## src/rtl/pause_rx_pkg.sv

```systemverilog
package pause_rx_pkg;

    // Per-channel pause timer states
    typedef enum logic [1:0] {
        CH_IDLE = 2'd0,   // no request
        CH_HOLD = 2'd1,   // request raised, waiting for acknowledge, count frozen
        CH_RUN  = 2'd2    // request acknowledged, counting down
    } chan_state_t;

    // Fraction bits below one quantum in the remaining-time counter
    localparam int FRAC_BITS = 8;

endpackage

```

## src/rtl/pause_frame_decode.sv

```systemverilog
module pause_frame_decode #(
    parameter int PARAM_BYTES = 18,
    parameter int NUM_CLASSES = 8,
    parameter int QUANTA_W    = 16
) (
    input  logic                                 valid,
    input  logic [15:0]                          opcode,
    input  logic [PARAM_BYTES*8-1:0]             params,
    input  logic [15:0]                          cfg_gl_opcode,
    input  logic                                 cfg_gl_on,
    input  logic [15:0]                          cfg_cls_opcode,
    input  logic                                 cfg_cls_on,
    output logic                                 gl_load,
    output logic [QUANTA_W-1:0]                  gl_quanta,
    output logic [NUM_CLASSES-1:0]               cls_load,
    output logic [NUM_CLASSES-1:0][QUANTA_W-1:0] cls_quanta
);

    localparam int PARAM_W     = PARAM_BYTES * 8;
    localparam int FIELD_BYTES = QUANTA_W / 8;

    // Gather a big-endian field starting at byte offset 'first'
    function automatic logic [QUANTA_W-1:0] be_field(input logic [PARAM_W-1:0] v,
                                                     input int first);
        logic [QUANTA_W-1:0] f;
        f = '0;
        for (int b = 0; b < FIELD_BYTES; b++) begin
            f[QUANTA_W-1-8*b -: 8] = v[8*(first+b) +: 8];
        end
        return f;
    endfunction

    logic                gl_hit;
    logic                cls_hit;
    logic [QUANTA_W-1:0] class_sel;

    always_comb begin
        gl_hit    = valid && cfg_gl_on  && (opcode == cfg_gl_opcode);
        cls_hit   = valid && cfg_cls_on && (opcode == cfg_cls_opcode);
        class_sel = be_field(params, 0);
        gl_load   = gl_hit;
        gl_quanta = class_sel;   // link-level quanta shares the leading field
    end

    for (genvar c = 0; c < NUM_CLASSES; c++) begin : g_cls
        always_comb begin
            cls_load[c]   = cls_hit && class_sel[c];
            cls_quanta[c] = be_field(params, FIELD_BYTES * (c + 1));
        end
    end

endmodule

```

## src/rtl/pause_chan_timer.sv

```systemverilog
module pause_chan_timer
    import pause_rx_pkg::*;
#(
    parameter int QUANTA_W = 16,
    parameter int STEP_W   = 10
) (
    input  logic                clk,
    input  logic                rst,
    input  logic                chan_en,
    input  logic                ack,
    input  logic                tick,
    input  logic [STEP_W-1:0]   step,
    input  logic                load,
    input  logic [QUANTA_W-1:0] quanta,
    output logic                req
);

    localparam int CNT_W = QUANTA_W + FRAC_BITS;

    chan_state_t      state_q, state_n;
    logic [CNT_W-1:0] count_q, count_n;
    logic [CNT_W-1:0] step_ext;

    assign step_ext = CNT_W'(step);

    // Next-state and next-count
    always_comb begin
        state_n = state_q;
        count_n = count_q;
        if (!chan_en) begin
            state_n = CH_IDLE;
            count_n = '0;
        end else if (load) begin
            if (quanta == '0) begin
                state_n = CH_IDLE;
                count_n = '0;
            end else begin
                count_n = {quanta, {FRAC_BITS{1'b0}}};
                state_n = (state_q == CH_RUN) ? CH_RUN : CH_HOLD;
            end
        end else begin
            unique case (state_q)
                CH_IDLE: ;
                CH_HOLD: begin
                    if (ack) state_n = CH_RUN;
                end
                CH_RUN: begin
                    if (!ack) begin
                        state_n = CH_HOLD;
                    end else if (tick) begin
                        if (count_q <= step_ext) begin
                            state_n = CH_IDLE;
                            count_n = '0;
                        end else begin
                            count_n = count_q - step_ext;
                        end
                    end
                end
                default: begin
                    state_n = CH_IDLE;
                    count_n = '0;
                end
            endcase
        end
    end

    // State register
    always_ff @(posedge clk) begin
        if (rst) begin
            state_q <= CH_IDLE;
            count_q <= '0;
        end else begin
            state_q <= state_n;
            count_q <= count_n;
        end
    end

    // Outputs
    always_comb begin
        req = (state_q != CH_IDLE);
    end

    // a disabled channel holds its request low
    assert_disabled_quiet_R9: assert property (@(posedge clk) disable iff (rst)
        !chan_en |=> !req);

    // zero quanta releases the channel
    assert_zero_release_R6: assert property (@(posedge clk) disable iff (rst)
        (chan_en && load && quanta == '0) |=> !req);

    // nonzero quanta raises the request
    assert_load_raises_R2: assert property (@(posedge clk) disable iff (rst)
        (chan_en && load && quanta != '0) |=> req);

    // a load sets the full remaining time
    assert_reload_value_R5: assert property (@(posedge clk) disable iff (rst)
        (chan_en && load && quanta != '0) |=>
            count_q == {$past(quanta), {FRAC_BITS{1'b0}}});

    // no progress without both acknowledge and strobe
    assert_frozen_count_R4: assert property (@(posedge clk) disable iff (rst)
        (chan_en && !load && req && !(ack && tick)) |=> $stable(count_q));

    // one step is consumed per strobe while counting
    assert_step_consumed_R3: assert property (@(posedge clk) disable iff (rst)
        (chan_en && !load && state_q == CH_RUN && ack && tick && count_q > step_ext)
            |=> (count_q == $past(count_q) - $past(step_ext)) && req);

endmodule

```

## src/rtl/pause_rx_ctrl.sv

```systemverilog
module pause_rx_ctrl #(
    parameter int PARAM_BYTES = 18,
    parameter int NUM_CLASSES = 8,
    parameter int QUANTA_W    = 16,
    parameter int STEP_W      = 10
) (
    input  logic                     clk,
    input  logic                     rst,
    input  logic                     cf_valid,
    input  logic [47:0]              cf_dst,
    input  logic [47:0]              cf_src,
    input  logic [15:0]              cf_type,
    input  logic [15:0]              cf_opcode,
    input  logic [PARAM_BYTES*8-1:0] cf_params,
    input  logic [15:0]              cfg_gl_opcode,
    input  logic                     cfg_gl_on,
    input  logic [15:0]              cfg_cls_opcode,
    input  logic                     cfg_cls_on,
    input  logic [STEP_W-1:0]        cfg_step,
    input  logic                     cfg_tick,
    input  logic                     gl_enable,
    input  logic                     gl_ack,
    output logic                     gl_req,
    input  logic [NUM_CLASSES-1:0]   cls_enable,
    input  logic [NUM_CLASSES-1:0]   cls_ack,
    output logic [NUM_CLASSES-1:0]   cls_req
);

    logic                                 gl_load;
    logic [QUANTA_W-1:0]                  gl_quanta;
    logic [NUM_CLASSES-1:0]               cls_load;
    logic [NUM_CLASSES-1:0][QUANTA_W-1:0] cls_quanta;

    // Address and type fields are carried but not decoded
    logic unused_hdr;
    assign unused_hdr = ^{cf_dst, cf_src, cf_type};

    pause_frame_decode #(
        .PARAM_BYTES (PARAM_BYTES),
        .NUM_CLASSES (NUM_CLASSES),
        .QUANTA_W    (QUANTA_W)
    ) u_decode (
        .valid          (cf_valid),
        .opcode         (cf_opcode),
        .params         (cf_params),
        .cfg_gl_opcode  (cfg_gl_opcode),
        .cfg_gl_on      (cfg_gl_on),
        .cfg_cls_opcode (cfg_cls_opcode),
        .cfg_cls_on     (cfg_cls_on),
        .gl_load        (gl_load),
        .gl_quanta      (gl_quanta),
        .cls_load       (cls_load),
        .cls_quanta     (cls_quanta)
    );

    pause_chan_timer #(
        .QUANTA_W (QUANTA_W),
        .STEP_W   (STEP_W)
    ) u_gl_timer (
        .clk     (clk),
        .rst     (rst),
        .chan_en (gl_enable),
        .ack     (gl_ack),
        .tick    (cfg_tick),
        .step    (cfg_step),
        .load    (gl_load),
        .quanta  (gl_quanta),
        .req     (gl_req)
    );

    for (genvar c = 0; c < NUM_CLASSES; c++) begin : g_class
        pause_chan_timer #(
            .QUANTA_W (QUANTA_W),
            .STEP_W   (STEP_W)
        ) u_cls_timer (
            .clk     (clk),
            .rst     (rst),
            .chan_en (cls_enable[c]),
            .ack     (cls_ack[c]),
            .tick    (cfg_tick),
            .step    (cfg_step),
            .load    (cls_load[c]),
            .quanta  (cls_quanta[c]),
            .req     (cls_req[c])
        );
    end

    // a foreign opcode raises no idle link-level channel
    assert_foreign_gl_R10: assert property (@(posedge clk) disable iff (rst)
        (cf_valid && cf_opcode != cfg_gl_opcode && cf_opcode != cfg_cls_opcode && !gl_req)
            |=> !gl_req);

    // a foreign opcode raises no idle class
    assert_foreign_cls_R10: assert property (@(posedge clk) disable iff (rst)
        (cf_valid && cf_opcode != cfg_gl_opcode && cf_opcode != cfg_cls_opcode && cls_req == '0)
            |=> cls_req == '0);

endmodule

```

## config.mk

```make
export PLATFORM = sky130hd
export DESIGN_NAME = pause_rx_ctrl
export DESIGN_NICKNAME = d
export VERILOG_FILES = /design/src/rtl/pause_rx_pkg.sv /design/src/rtl/pause_frame_decode.sv /design/src/rtl/pause_chan_timer.sv /design/src/rtl/pause_rx_ctrl.sv
export SDC_FILE = /design/constraint.sdc
export NUM_CORES = 1
export LEC_CHECK = 0
export ABC_AREA = 1
export BUFFER_PORTS_ARGS = -buffer_cell sky130_fd_sc_hd__buf_2
export CAP_MARGIN = 15
export CORE_UTILIZATION = 55
export CTS_CLUSTER_SIZE = 12
export DETAILED_ROUTE_END_ITERATION = 16
export MAX_ROUTING_LAYER = met4
export PLACE_DENSITY = 0.78
export SYNTH_ARGS = -nofsm -noshare
export SYNTH_HDL_FRONTEND = slang
export SYNTH_SLANG_ARGS = --single-unit
```

## constraint.sdc

```tcl
create_clock -name clk -period 5.5 [get_ports clk]
set_input_delay 0.825 -clock clk [delete_from_list [all_inputs] [get_ports clk]]
set_output_delay 0.825 -clock clk [all_outputs]
set_load 0.02 [all_outputs]
```

* Word level (Yosys, flattened, before mapping) *
Cells that the tools add are included.

word-level totals
  latch bits = 0
  register bits = 234
  memory bits (read-only) = 0
  input bits = 338
  word-level logic and storage cells = 329
  memories = 0
  RAM bits = 0

cells by class
  order comparisons = 9
  shifts and indexed selects = 0
  bitwise gates (word level) = 9
  multiply operators = 0
  reduce and logical (&&, ||, !) cells = 75
  multiplexer cells = 126
  equality and inequality tests = 83
  $add $sub $neg = 9
  divide/modulo/power cells = 0

operators by type and width
  kind                count
  $mux 24             45
  $pmux 24 s2         9
  $le 24x10->1        9
  $sub 24x10->24      9
  $logic_not 16->1    9
  $mux 2              63
  $ne 3x2->1 const B  24
  $ne 4x3->1 const B  16
  $pmux 2 s3          9
  $reduce_and 4->1    9
  $reduce_or 2->1     18
  $ne 2x1->1 const B  17
  $eq 16x16->1        2
  $reduce_and 3->1    9
  $eq 2x1->1 const B  9
  $eq 2x2->1 const B  9
  $logic_not 2->1     9
  $reduce_bool 2->1   9
  $logic_and 1x1->1   12
  $ne 3x3->1 const B  3
  $not 1->1           9
  $ne 4x4->1 const B  2
  $ne 2x2->1 const B  1

* Longest topological paths before layout *
Gate-level depths: netlist of run 1.

  word-level depth = 6
  mapped depth = 18
  mapped depth without buffers = 18

* Hierarchy *
A second synthesis of run 1 with hierarchy kept.

second synthesis, totals
  cells, all modules = 4116
  area, all modules = 23302.3 um^2

by module, submodules not included
  module                                         area each (um^2)  instances  sequential area each (um^2)  cells an instance
  pause_chan_timer (g_class[3].u_cls_timer ...)  2403.6            6          520.5                        426
  pause_chan_timer (g_class[0].u_cls_timer ...)  2396.0            3          520.5                        425
  pause_frame_decode                             1692.9            1          0.0                          285

* Worst setup path after synthesis of run 1 *
OpenSTA, ideal clock, no wires.

  path type = input port to flip-flop
  start = input cfg_step[1]
  end = register g_class[7].u_cls_timer.count_q[10]
  data arrival time = 2.876 ns
  cell stages on the path = 14
  path buffers = 0
  setup time = 0.070 ns
  path slack = 2.555 ns
  required time = 5.430 ns
  cell sequence = inv_1 > fa_1 > nand2_1 > inv_1 > nand2_1 > nand2_1 > nand2_1 > nand2_1 > nand2_1 > nand2_1 > o21ai_0 > nor2_1 > a21boi_0 > a21oi_1

on the way
  longest elaborated chain between the ends = 6

ends and longest elaborated chain
  element                                         line                                            RTL
  from (decl)                                     pause_rx_ctrl.sv:19                             input logic [STEP_W-1:0] cfg_step,
  $sub 24x10->24 or $le 24x10->1 (tied branches)  pause_chan_timer.sv:55, pause_chan_timer.sv:51
  $mux 24 *                                       pause_chan_timer.sv:51                          if (count_q <= step_ext) begin
  $mux 24 *                                       pause_chan_timer.sv:50                          end else if (tick) begin
  $mux 24 *                                       pause_chan_timer.sv:48                          if (!ack) begin
  $pmux 24 s2 *                                   pause_chan_timer.sv:42                          unique case (state_q)
  $mux 24 *                                       pause_chan_timer.sv:33                          end else if (load) begin
  to (signal assigned)                            pause_chan_timer.sv:74                          count_q <= count_n;
  to (decl)                                       pause_chan_timer.sv:21                          logic [CNT_W-1:0] count_q, count_n;

Every way passes the cells marked *; elsewhere a longest branch is shown, timed or not. The select of a mux whose other input is x is not followed.
A chain may end at the register's enable or synchronous reset.

* Worst setup path in the final report of run 1 *
  start = input cfg_step[9]
  end = register g_class[4].u_cls_timer.count_q[7]

on the way
  longest elaborated chain between the ends = 6

ends and longest elaborated chain
  element               line
  $le 24x10->1          pause_chan_timer.sv:51
  $mux 24               pause_chan_timer.sv:51
  $mux 24               pause_chan_timer.sv:50
  $mux 24               pause_chan_timer.sv:48
  $pmux 24 s2           pause_chan_timer.sv:42
  $mux 24               pause_chan_timer.sv:33
  to (signal assigned)  pause_chan_timer.sv:74
  to (decl)             pause_chan_timer.sv:21

No other way between the ends. The select of a mux whose other input is x is not followed.

==> results.json, run 1 <==
{
  "cts_resized": 0,
  "crit_type": "in2reg",
  "wl_met3_um": 5120,
  "yosys_warnings": 0,
  "vias": 24000,
  "drt-met1-wl_um": 28800,
  "finalCriticalPeriod_ns": 3.57,
  "cts_buffer_depth": 3,
  "path_depth": 13,
  "timing.critical_path.required_ns": 6.00,
  "ys_async_sr_fraction_pct": 0,
  "nFillCells": 3985,
  "antenna_found_initial": 6,
  "reg2reg_depth": 14,
  "die_area_um2": 39900,
  "worst_pin_slew_ns": 1.10,
  "setup_viol": 0,
  "synth_area_um2": 21500,
  "synth.most_common_cell": "nand2_1",
  "dr.pass1.iters": 5,
  "cp-end-kind": "flop",
  "wire_per_inst_um": 14.1,
  "slew-limit-headroom_pct": 26.5,
  "synth_cell_types": 44,
  "grt_max_degree": 43,
  "critPathArrivalTime_ns": 4.07,
  "cts.htree.levels": 1,
  "crit_top_cell": "nand2_1",
  "power.leakage_nw": 13.1,
  "r2r_end": "g_class[6].u_cls_timer.count_q[1]",
  "multiInputGateArea_um2": 14400,
  "yosysSeqAreaShare_pct": 21.8,
  "core_area_um2": 38600,
  "crit_fanout": 19,
  "fin_skew_ns": 0.0303,
  "synth-main-ff-cell": "dfxtp_1",
  "timing.fmax_ghz": 0.280,
  "finalCritPeriodShare_pct": 64.9,
  "port_buffers": 234,
  "fp-row-count": 72,
  "synth-seq-cells": 234,
  "crit_path_top_delay_cell": "inv_1",
  "syn_to_final_growth_pct": 12.3,
  "ant_nets": 0,
  "status": "finished clean",
  "stdcell_count": 4555,
  "peakVddDrop_uv": 222,
  "ctsHoldBuffers": 0,
  "die_h_um": 200,
  "cts_root_buffer": "clkbuf_16",
  "grt_pass1_wl_um": 104000,
  "cts_tree": "done",
  "top_layer": "met4",
  "mappedNetlistNets": 4238,
  "grt_setup_unrepaired": "false",
  "synth_common_cells": "nand2_1, nor2_1, inv_1",
  "regArea_um2": 4680,
  "cts_buffers": 30,
  "cpPeakStageDelay_ns": 0.67,
  "clock_sinks": 234,
  "rrSetupSlack_ns": 2.44,
  "drtIter0Drc": 1701,
  "crit_end": "g_class[4].u_cls_timer.count_q[7]",
  "p_per_area_nw_per_um2": 180,
  "syn_area_per_cell_um2": 5.65,
  "initial_core_util_pct": 55.7,
  "final_hold_viol_count": 0,
  "synth-edff-count": 0,
  "grt_pass1_vias": 21500,
  "cp_cell_sequence": "buf_2, inv_1, ha_1, nand2_1, nor2_1, nand2_1, nor2_1, nand2_1, a21oi_1, nand3_1, inv_1, nand3_1, a21oi_1",
  "hold_path_class": "reg2reg",
  "cp_top_family": "simple AND/OR/NAND/NOR gates",
  "dp_hpwl_um": 47800,
  "netlist.area_leader.share_pct": 21.8,
  "drt-total-wl_um": 64300,
  "layout.nets": 4443,
  "crit_start": "cfg_step[9]",
  "clkTransAtPathRegs_ns": 0.06,
  "holdWs_ns": 0.470,
  "overflow": 0,
  "placed_cells_incl_taps": 4492,
  "synth_top_area_cell": "dfxtp_1",
  "met2_length_um": 28000,
  "netlist_top_cells_area": "dfxtp_1, nand2_1, nor2_1, inv_1, o21ai_0",
  "critPathLaunchType": "input port",
  "drcViolationCount": 0,
  "critPathBufInv": 3,
  "fin_tns_setup_ns": 0,
  "worstReg2RegStart": "g_class[6].u_cls_timer.count_q[0]",
  "cts_setup_buffers": 0,
  "routabilityCongestion": 0.975,
  "max_cap_viol_count": 0,
  "clock_latency_ns": 0.60,
  "drive_above_1_share_pct": 9.43,
  "viasPerCell": 5.27,
  "drv_slew": 0,
  "syn_inst": 3801,
  "ios": 347,
  "track_usage_pct": 33.0,
  "die_w_um": 200
}
==> power breakdown <==
part / total, mW / internal (mW) / switching, mW
Combinational: 0.472 / 0.167 / 0.306
Sequential: 1.69 / 1.69 / 0.0000180
Clock: 2.18 / 1.34 / 0.846
Total: 4.35 / 3.20 / 1.15
==> stage by stage <==
step	area [um2]	total power [mW]	worst slack [ns]	utilization, %
floorplan	21500	2.00	2.55	-
global placement	23000	2.19	1.42	59.7
detailed placement	23000	2.20	1.39	59.7
CTS	24100	4.37	1.95	62.5
global route	24100	4.49	1.69	62.6
finish	24100	4.35	1.93	62.6
==> per-layer routing <==
layer / global-route usage [%] / up-vias
met4: 12.2 / 0
li1: - / 12500
met2: 52.0 / 806
met5: - / -
met1: 42.3 / 10600
met3: 5.27 / 145
==> worst min-delay path by stage <==
stage	slack (ns)	end	start	cells past startpoint
2_1_floorplan	0.45	u_gl_timer.count_q[0]	u_gl_timer.count_q[0]	2
3_3_place_gp	0.46	g_class[7].u_cls_timer.count_q[6]	g_class[7].u_cls_timer.count_q[6]	2
3_5_place_dp	0.46	g_class[7].u_cls_timer.count_q[5]	g_class[7].u_cls_timer.count_q[5]	2
4_1_cts	0.47	g_class[7].u_cls_timer.count_q[5]	g_class[7].u_cls_timer.count_q[5]	2
5_1_grt	0.49	g_class[7].u_cls_timer.count_q[5]	g_class[7].u_cls_timer.count_q[5]	2
6_report	0.47	u_gl_timer.count_q[7]	u_gl_timer.count_q[7]	2
==> layout by cell type, fill, tap and decap left out, types with 6 or more instances in the layout <==
cell       instances
xor2_1            85
nand4_4            8
o211ai_1           7
buf_4             18
and3_1             9
clkbuf_16         30
diode_2            7
nor3_1            89
ha_1              90
or2_2             21
a31oi_1           19
nand2_1         1040
nand3_1          196
a21oi_1          166
buf_2            234
nand4_1           48
o21ai_1           24
a21boi_1           7
dfxtp_1          234
xnor2_1           28
nor2_1           760
o31ai_4            8
fa_1               9
inv_1            509
a21boi_0           7
nand3b_1          11
o21ai_0          290
clkinv_2           8
inv_2             16
bufinv_16          6
==> kinds of logic after synthesis <==
family / count (synthesis) / share of synthesized area [%]
XOR/XNOR: 113 / 4.61
flip-flops: 234 / 21.8
AND/OR/NAND/NOR: 2211 / 42.6
buffers and inverters: 604 / 11.3
adder cells (fa/ha/maj): 99 / 6.08
AO/OA/AOI/OAI: 540 / 13.6
==> flip-flops by register name, summed over array words and instances (netlist names) <==
| name | cells |
|---|---|
| g_class.u_cls_timer.state_q | 16 |
| u_gl_timer.state_q | 2 |
| u_gl_timer.count_q | 24 |
| g_class.u_cls_timer.count_q | 192 |
==> worst min-delay path, delay by kind of cell, from the launching register on <==
family	cells	cell delay (ns)
AOI/OAI and AO/OA	1	0.05
and+or+nand+nor	1	0.06
DFF	1	0.31
==> layout make-up <==
class	instances	share of cell area, %
Antenna cell	7	0.0726
Inverter	525	8.17
Timing Repair Buffer	252	5.41
Tap cell	518	2.69
Clock buffer	35	3.36
Sequential cell	234	19.4
Multi-Input combinational cell	2963	59.7
Clock inverter	21	1.18
Power figures use the tool's default switching activity.
==> run 2, diff against run 1 <==
Settings changed: ABC_AREA 1 to 0, PLACE_DENSITY 0.78 to 0.8.
Clock period 5.5 ns to 3.43 ns, I/O delays scaled along.
==> results.json, run 2 <==
{
  "status": "finished clean",
  "initial_core_util_pct": 55.8,
  "syn_to_final_growth_pct": 19.5,
  "peakVddDrop_uv": 360,
  "cts_resized": 0,
  "syn_inst": 2307,
  "hold_path_depth": 3,
  "dp_hpwl_um": 40100,
  "ios": 347,
  "drv_slew": 0,
  "synth.most_common_cell": "a21oi_1",
  "synth-edff-count": 0,
  "p_per_area_nw_per_um2": 316,
  "grt_max_degree": 28,
  "port_buffers": 234,
  "power_switching_mw": 1.60,
  "grt_setup_unrepaired": "false",
  "syn_area_per_cell_um2": 7.41,
  "r2r_end": "g_class[2].u_cls_timer.count_q[20]",
  "netlist.area_leader.share_pct": 27.4,
  "slew-limit-headroom_pct": 28.1,
  "final_core_util_pct": 66.7,
  "drcViolationCount": 0,
  "ys_async_sr_fraction_pct": 0,
  "power.total_mw": 6.46,
  "dr.pass1.iters": 8,
  "holdWs_ns": 0.229,
  "fin_skew_ns": 0.0156,
  "final_hold_viol_count": 0,
  "rrSetupSlack_ns": 0.34,
  "finalCritPeriodShare_pct": 90.2,
  "layout.nets": 3035,
  "yosys_warnings": 0,
  "overflow": 0,
  "cts_setup_buffers": 0,
  "worst_pin_slew_ns": 1.08,
  "cts.htree.levels": 1,
  "synth_area_um2": 17100,
  "drive_above_1_share_pct": 17.5,
  "hold_path_class": "in2reg",
  "critPathLaunchType": "flop",
  "netlist_top_cells_area": "dfxtp_1, a21oi_1, ha_1, o21ai_0, nor2_1",
  "timing.fmax_ghz": 0.323,
  "comb_power_share_pct": 10.2,
  "top_regs": "g_class.u_cls_timer.count_q x192, u_gl_timer.count_q x24, g_class.u_cls_timer.state_q x16",
  "fin_tns_setup_ns": 0,
  "antenna_found_initial": 1,
  "crit_fanout": 17,
  "largest_reg_flops": 192,
  "grt_pass1_wl_um": 86700,
  "p_sw_share_pct": 24.9,
  "power.leakage_nw": 8.17,
  "ctsHoldBuffers": 0,
  "largest-register": "g_class.u_cls_timer.count_q",
  "reg2reg_depth": 8,
  "clkTransAtPathRegs_ns": 0.06,
  "core_area_um2": 30600,
  "drt-total-wl_um": 54300,
  "nFillCells": 2696,
  "setup_viol": 0,
  "ant_nets": 0,
  "mappedNetlistNets": 2744,
  "grt_pass1_vias": 18000,
  "cts_root_buffer": "clkbuf_16",
  "vias": 19400,
  "worstReg2RegStart": "g_class[2].u_cls_timer.count_q[10]",
  "synth-seq-cells": 234,
  "synth_common_cells": "a21oi_1, dfxtp_1, nor2_1, o21ai_0, nand2_1",
  "synth_cell_types": 77,
  "die_w_um": 178,
  "cts_tree": "done",
  "final_cell_mix": "a21oi_1, dfxtp_1, buf_2, nor2_1, o21ai_0",
  "synth-main-ff-cell": "dfxtp_1",
  "die_area_um2": 31800,
  "clock_latency_ns": 0.56,
  "power_frac_seq_pct": 42.1,
  "timing.critical_path.required_ns": 3.86,
  "synth_top_area_cell": "dfxtp_1",
  "cts_buffer_depth": 3,
  "track_usage_pct": 34.0,
  "max_cap_viol_count": 0,
  "critPathArrivalTime_ns": 3.52,
  "cts_buffers": 28,
  "wire_per_inst_um": 18.0,
  "hold_end": "g_class[3].u_cls_timer.count_q[21]",
  "holdCritStartpoint": "cf_params[69]",
  "fp-row-count": 64,
  "viasPerCell": 6.44,
  "p_int_mw": 4.85,
  "finalCriticalPeriod_ns": 3.09,
  "die_h_um": 178,
  "drtIter0Drc": 1778,
  "crit_type": "reg2reg",
  "yosysSeqAreaShare_pct": 27.4,
  "cp-end-kind": "flop",
  "layout_commonest_cell": "a21oi_1",
  "clock_sinks": 234,
  "routabilityCongestion": 0.962,
  "clkPwrFrac_pct": 47.7
}
[run 2: cell types whose count changed after synthesis, moves of 29 or more]
cell and change:
o21ai_0 -85, a21oi_1 +103, nand3_1 -115, or3_1 +29, nor2_1 -557, clkbuf_1 +78, nor2b_1 +29, nand2b_1 +33
inv_1 -449, nand2_1 -878, a22oi_1 +79, nor4_1 +84
[run 2: kinds of logic (layout without fill, tap and decap cells)]
| logic type | count (synthesis) | after routing | share of synthesized area (%) |
|---|---|---|---|
| fa+ha+maj | 99 | 99 | 7.65 |
| flops | 234 | 234 | 27.4 |
| other cells | 0 | 1 | 0 |
| mux | 3 | 3 | 0.190 |
| compound gates | 798 | 798 | 28.6 |
| simple gates | 879 | 879 | 26.1 |
| xor+xnor | 114 | 114 | 5.84 |
| buf+inv | 180 | 489 | 4.24 |
[run 2: metal layers]
layer	vias to the layer above	share of wire, %	GRT usage (%)
met1	9094	42	42.4
met3	172	8.0	4.33
met4	0	3.8	12.5
li1	9218	-	-
met2	917	46	56.2
met5	-	0	-
[run 2: worst max path at each step]
stage                                            start                                 end  slack [ns]  depth (start not counted)
detailed placement                         cfg_step[4]  g_class[0].u_cls_timer.count_q[21]       -0.11                         11
finish              g_class[2].u_cls_timer.count_q[10]  g_class[2].u_cls_timer.count_q[20]        0.34                          8
global route        g_class[2].u_cls_timer.count_q[10]  g_class[2].u_cls_timer.count_q[20]        0.12                          8
CTS                 g_class[2].u_cls_timer.count_q[10]  g_class[2].u_cls_timer.count_q[20]        0.20                          8
global placement                           cfg_step[4]  g_class[0].u_cls_timer.count_q[21]       -0.04                         11
floorplan                                  cfg_step[1]   g_class[3].u_cls_timer.state_q[1]      0.0003                         11
[run 2: critical path, cell delays in order, from the launching register on]
cell and delay (ns):
dfxtp_1 0.37, or4_1 0.65, or3_1 0.50, nor4_2 0.31
o221ai_1 0.23, and3_1 0.46, nand2_1 0.19, a2bb2oi_1 0.17
o21ai_0 0.11
[run 2: through the flow]
step           instances  setup WS, ns  area (um2)
4_1_cts             3012         0.204       20400
3_5_place_dp        2964        -0.111       19500
5_1_grt             3013         0.124       20400
3_3_place_gp        2964       -0.0401       19500
6_report            3013         0.336       20400
2_1_floorplan       2307      0.000334       17100
[run 2: cell type report]
| type | instances | area, um2 | share of cell area (%) |
|---|---|---|---|
| antenna | 1 | 2.50 | 0.0123 |
| timing repair buffer | 381 | 2360 | 11.6 |
| multi-input combinational | 1893 | 11700 | 57.4 |
| clock buffer | 41 | 821 | 4.02 |
| sequential | 234 | 4680 | 23.0 |
| clock inverter | 7 | 110 | 0.539 |
| inverter | 60 | 229 | 1.12 |
| tap | 396 | 495 | 2.43 |
[run 2: power groups by stage]
stage	sequential (mW)	combinational (mW)	clock, mW
global route	2.72	0.710	3.21
detailed placement	2.78	0.643	0
CTS	2.72	0.648	3.11
floorplan	2.78	0.313	0
finish	2.72	0.659	3.08
global placement	2.78	0.627	0
